--- src/rtl/cfl_pkg.sv ---
package cfl_pkg;
    localparam int FIELD_W    = 4;
    localparam int NUM_FIELDS = 8;
    localparam int IDX_W      = $clog2(NUM_FIELDS);
    localparam int TBL3_W     = 1 << 3;
    localparam int TBL2_W     = 1 << 2;
    localparam int FILE_W     = FIELD_W * NUM_FIELDS;

    localparam logic [5:0] PRI_OPC = 6'd22;
    localparam logic [4:0] XO_TERN = 5'd10;
    localparam logic [4:0] XO_BIN  = 5'd11;

    typedef enum logic [1:0] {
        OP_NONE = 2'd0,
        OP_TERN = 2'd1,
        OP_BIN  = 2'd2,
        OP_ILL  = 2'd3
    } op_kind_e;

    typedef struct packed {
        op_kind_e                kind;
        logic [IDX_W-1:0]        bf;
        logic [IDX_W-1:0]        bfa;
        logic [IDX_W-1:0]        bfb;
        logic [FIELD_W-1:0]      mask;
        logic [TBL3_W-1:0]       tbl3;
    } decoded_t;

    function automatic op_kind_e classify(input logic v, input logic [5:0] opc,
                                          input logic [4:0] xo);
        if (!v)                 return OP_NONE;
        if (opc != PRI_OPC)     return OP_ILL;
        if (xo == XO_TERN)      return OP_TERN;
        if (xo == XO_BIN)       return OP_BIN;
        return OP_ILL;
    endfunction

    function automatic logic writes(input op_kind_e k);
        return (k == OP_TERN) || (k == OP_BIN);
    endfunction
endpackage

--- src/rtl/cfl_decode.sv ---
module cfl_decode
    import cfl_pkg::*;
(
    input  logic        instr_valid,
    input  logic [31:0] instr,
    output decoded_t    dec
);
    // Field slices use little-endian indices; big-endian bit b is instr[31-b].
    always_comb begin
        dec.kind = classify(instr_valid, instr[31:26], instr[5:1]);
        dec.bf   = instr[25:23];
        dec.bfa  = instr[20:18];
        dec.bfb  = instr[15:13];
        dec.mask = {instr[22:21], instr[17:16]};
        dec.tbl3 = {instr[12:6], instr[0]};
    end
endmodule

--- src/rtl/cfl_lut_lane.sv ---
module cfl_lut_lane
    import cfl_pkg::*;
(
    input  op_kind_e            kind,
    input  logic [TBL3_W-1:0]   tbl3,
    input  logic [TBL2_W-1:0]   tbl2,
    input  logic                a,
    input  logic                b,
    input  logic                c,
    output logic                r
);
    always_comb begin
        unique case (kind)
            OP_TERN: r = tbl3[{a, b, c}];
            OP_BIN:  r = tbl2[{a, b}];
            default: r = a;
        endcase
    end
endmodule

--- src/rtl/cfl_cfile.sv ---
module cfl_cfile
    import cfl_pkg::*;
#(
    parameter int N = NUM_FIELDS,
    parameter int W = FIELD_W,
    localparam int IW = $clog2(N)
) (
    input  logic            clk,
    input  logic            rst,
    input  logic [IW-1:0]   ra_idx,
    input  logic [IW-1:0]   rb_idx,
    input  logic [IW-1:0]   rc_idx,
    output logic [W-1:0]    ra_data,
    output logic [W-1:0]    rb_data,
    output logic [W-1:0]    rc_data,
    input  logic            wr_en,
    input  logic [IW-1:0]   wr_idx,
    input  logic [W-1:0]    wr_mask,
    input  logic [W-1:0]    wr_data,
    output logic [N*W-1:0]  file_flat
);
    logic [W-1:0] file [N];

    always_ff @(posedge clk) begin
        if (rst) begin
            for (int k = 0; k < N; k++) file[k] <= '0;
        end else if (wr_en) begin
            file[wr_idx] <= (file[wr_idx] & ~wr_mask) | (wr_data & wr_mask);
        end
    end

    assign ra_data = file[ra_idx];
    assign rb_data = file[rb_idx];
    assign rc_data = file[rc_idx];

    for (genvar k = 0; k < N; k++) begin : g_flat
        assign file_flat[k*W +: W] = file[k];
    end

    assert_reset_clear_R1: assert property (@(posedge clk)
        rst |=> file_flat == '0);

    assert_idle_hold_R8: assert property (@(posedge clk) disable iff (rst)
        !wr_en |=> $stable(file_flat));

    assert_keep_masked_R5: assert property (@(posedge clk) disable iff (rst)
        wr_en |=> ((file[$past(wr_idx)] ^ $past(file[wr_idx])) & ~$past(wr_mask)) == '0);
endmodule

--- src/rtl/cfl_unit.sv ---
module cfl_unit
    import cfl_pkg::*;
(
    input  logic               clk,
    input  logic               rst,
    input  logic               instr_valid,
    input  logic [31:0]        instr,
    output logic               illegal_o,
    output logic [FILE_W-1:0]  cf_file_o
);
    decoded_t            dec;
    logic [FIELD_W-1:0]  rd_bf, rd_bfa, rd_bfb;
    logic [FIELD_W-1:0]  lut_res;
    logic                wr_en;
    logic                illegal_q;

    cfl_decode u_dec (
        .instr_valid (instr_valid),
        .instr       (instr),
        .dec         (dec)
    );

    cfl_cfile #(.N(NUM_FIELDS), .W(FIELD_W)) u_file (
        .clk       (clk),
        .rst       (rst),
        .ra_idx    (dec.bf),
        .rb_idx    (dec.bfa),
        .rc_idx    (dec.bfb),
        .ra_data   (rd_bf),
        .rb_data   (rd_bfa),
        .rc_data   (rd_bfb),
        .wr_en     (wr_en),
        .wr_idx    (dec.bf),
        .wr_mask   (dec.mask),
        .wr_data   (lut_res),
        .file_flat (cf_file_o)
    );

    // One lookup per condition bit; the two-input table is the BFB field itself.
    for (genvar j = 0; j < FIELD_W; j++) begin : g_lane
        cfl_lut_lane u_lane (
            .kind (dec.kind),
            .tbl3 (dec.tbl3),
            .tbl2 (rd_bfb),
            .a    (rd_bf[j]),
            .b    (rd_bfa[j]),
            .c    (rd_bfb[j]),
            .r    (lut_res[j])
        );
    end

    assign wr_en = writes(dec.kind);

    always_ff @(posedge clk) begin
        if (rst) illegal_q <= 1'b0;
        else     illegal_q <= (dec.kind == OP_ILL);
    end

    assign illegal_o = illegal_q;

    assert_illegal_nowrite_R8: assert property (@(posedge clk) disable iff (rst)
        illegal_o |-> cf_file_o == $past(cf_file_o));

    assert_zero_mask_R6: assert property (@(posedge clk) disable iff (rst)
        (instr_valid && instr[22:21] == 2'b00 && instr[17:16] == 2'b00)
        |=> $stable(cf_file_o));

    assert_reset_flag_R1: assert property (@(posedge clk)
        rst |=> !illegal_o);
endmodule

--- config.mk ---
export PLATFORM = sky130hd
export DESIGN_NAME = cfl_unit
export DESIGN_NICKNAME = d
export VERILOG_FILES = /design/src/rtl/cfl_pkg.sv /design/src/rtl/cfl_decode.sv /design/src/rtl/cfl_lut_lane.sv /design/src/rtl/cfl_cfile.sv /design/src/rtl/cfl_unit.sv
export SDC_FILE = /design/constraint.sdc
export NUM_CORES = 1
export LEC_CHECK = 0
export BUFFER_PORTS_ARGS = -buffer_cell sky130_fd_sc_hd__buf_2
export CORE_AREA = 2 2 73 75
export DETAILED_ROUTE_END_ITERATION = 8
export DIE_AREA = 0 0 75 77
export PLACE_DENSITY = 0.84
export SLEW_MARGIN = 10
export SYNTH_ARGS = -nofsm -noshare
export SYNTH_HDL_FRONTEND = slang
export SYNTH_SLANG_ARGS = --single-unit
--- constraint.sdc ---
create_clock -name clk -period 3.8 [get_ports clk]
set_clock_uncertainty 0.05 [all_clocks]
set_input_delay 0 -clock clk [delete_from_list [all_inputs] [get_ports clk]]
set_output_delay 0 -clock clk [all_outputs]
set_load 0.02 [all_outputs]
==> impl_metrics.csv <==
group,metric,value,unit
synth,ys_ff_latch,33,
synth,syn_inst,246,
drt,vias_per_cell,6.227,
drt,wirelength,7326,µm
synth,yosysTopAreaCellShare,0.3400,
setup_path,critical_path.endpoint_type,"flip-flop",
final_layout,final_cell_mix,"buf_2, nor2_1, mux2i_1, edfxtp_1, mux4_2",
synth,avgSynthCellArea,11.49,µm²
floorplanning,design.core.area,0.004977,mm²
drt,drc,0,
grt,met2_usage,0.4219,
floorplanning,start_util,0.5679,
drt,ant_nets,0,
synth,synth_seq_area_share,0.3471,
placed_design,hpwl,5824,µm
grt,antenna_found_initial,0,
cts,clock-sinks,33,
synth,synthAdderAreaFrac,0.01328,
floorplanning,io_pins,68,
cts,cts_tree,"done",
synth,synth-main-ff-cell,"edfxtp_1",
cts,cts_max_path_buffers,2,
power_and_ir_drop,powerDensity,309.8,mW/mm²
synth,yosysWarnings,0,
cts,clockRootBuffer,"clkbuf_8",
final_layout,nNetsFinal,346,
grt,gr-usage-all-layers,0.2695,
final_layout,diodes,0,
setup_path,start_kind,"flip-flop",
final_layout,final_core_util,0.6513,
synth,synthTopCellsByArea,"edfxtp_1, mux4_2, mux2i_1, mux2_2, nor2_1",
final_layout,final_cells,379,
setup_path,crit_fanout,8,
floorplanning,die_area,0.005775,mm²
synth,synthSimpleGateAreaFrac,0.1687,
synth,synthArstFlopShare,0,
synth,synth-edff-count,32,
grt,grt_max_degree,17,
final_layout,area_delta_synth_final,14.70,%
timing,fmax,347.3,MHz
timing,finalCritPeriodShare,0.7578,
cts,clk_pin_slew,60,ps
floorplanning,die_w,75,µm
timing,layout_min_cycle_time,2880,ps
synth,yosys.area.top_type,"edfxtp_1",
cts,htreeDepth,2,
timing,slew-limit-headroom,0.5447,
grt,use_met3,0.05519,
drt,wl_per_cell,19.33,µm
run_status,status,"finished, final reports clean",
min_path,hp-class,"in2reg",
grt,grt_pass1_wl,11700,µm
setup_path,crit_type,"reg2reg",
placed_design,dpl_cell_area,0.003142,mm²
floorplanning,rows,26,
timing,setup_viol,0,
placed_design,pre_cts_ws,733.4,ps
final_layout,stdcell_area,0.003242,mm²
drt,drtPass1Iterations,5,
timing,drv_slew,0,
synth,synth_mux_area_frac,0.3378,
placed_design,gp_congestion,0.9207,
final_layout,layout_commonest_cell,"buf_2",
synth,synth_compound_area_frac,0.08853,
floorplanning,die_h,77,µm
placed_design,dp.cells,370,
placed_design,port_buffers,67,
drt,vias,2360,
synth,synth-xor-area-share,0,
power_and_ir_drop,ir_drop,0.2818,mV
synth,synth_top_family_by_area,"multiplexers",
synth,syn_nets,284,
timing,worst_slack,920.3,ps
timing,hold_viol,0,
synth,synth.distinct_cells,50,
final_layout,drive_above_1_share,0.3754,
timing,rsz0062_at_grt,"false",
setup_path,arrival,2830,ps
grt,grt-busiest-layer,"met2",
power_and_ir_drop,cellLeakagePower,1.347,nW
cts,cts_buffers,5,
setup_path,worstPathRequired,3750,ps
grt,met1_usage,0.3557,
grt,grt_pass1_vias,2300,
cts,clk_latency,290,ps
job,drv_cap,0,
timing,worstMarginPinSlew,682.9,ps
timing,setup-tns-final,0,ps
synth,netlist_area,0.002826,mm²
grt,grt_overflow_total,0,
drt,drt_iter0_markers,157,
## stage by stage
stage          total power, mW  hold WS [ps]
2_1_floorplan           0.6626         221.0
3_3_place_gp            0.7378         272.6
3_5_place_dp            0.7431         287.5
4_1_cts                  1.003         257.0
5_1_grt                  1.044         297.2
6_report                 1.004         255.5
## timing repair
item / 4_1_cts / 5_1_grt
hold buffers: 1 / 0
setup endpoints to repair: 0 / 0
resized for setup: 0 / 0
hold endpoints to repair: 1 / 0
buffers inserted: 0 / 0
## layout make-up
class                   instances  area [µm²]
clock buffers                   8       90.09
well taps                      70       87.58
fillers                       394        1735
repair buffers                 68       345.3
multi-input cells             195        1719
flip-flops and latches         33       980.9
inverters                       5       18.77
## synthesized netlist by cell type (all sizes together) (3+ instances only)
cell / count
clkbuf: 6
nand4: 3
ha: 3
edfxtp: 32
mux2: 17
nand3: 8
inv: 5
o22ai: 3
nand2b: 8
mux4: 18
nand2: 16
nor2: 36
mux2i: 35
buf: 7
nor3: 7
o211ai: 4
nor2b: 6
## path summary, 6_finish.rpt
check	from	to	slack [ps]	cells after the start
hold reg to reg	u_file.file[5][2]	u_file.file[3][2]	1290	6
setup reg to reg	u_file.file[6][0]	u_file.file[6][0]	920	6
hold / removal	instr_valid	illegal_o	260	5
setup / recovery	u_file.file[6][0]	u_file.file[6][0]	920	6
## state kept, by name, indices dropped and copies added (netlist names)
signal / count
illegal_o: 1
u_file.file: 32
## per-layer routing
layer  routed length (µm)  vias up
met5                    0        -
met4                  222        0
met3                  662       20
met2                 3619      141
met1                 2821     1124
li1                     -     1075
## critical path, stage by stage (launching register included)
cell and delay [ps]:
edfxtp_1 490, mux2i_1 100, mux4_2 620, mux2_4 340
o22a_1 240, a2111oi_4 640, nor2_1 110
## report_power, final
group	switching (mW)	internal, mW
registers	0.0212	0.417
logic	0.173	0.129
clock network	0.116	0.147
## cell families (layout without fill, tap and decap cells)
| family | Yosys count | count (layout) |
|---|---|---|
| simple gates | 95 | 95 |
| mux | 70 | 70 |
| flops | 33 | 33 |
| compound gates | 27 | 27 |
| buf+inv | 18 | 81 |
| fa+ha+maj | 3 | 3 |
Power figures use the tool's default switching activity.
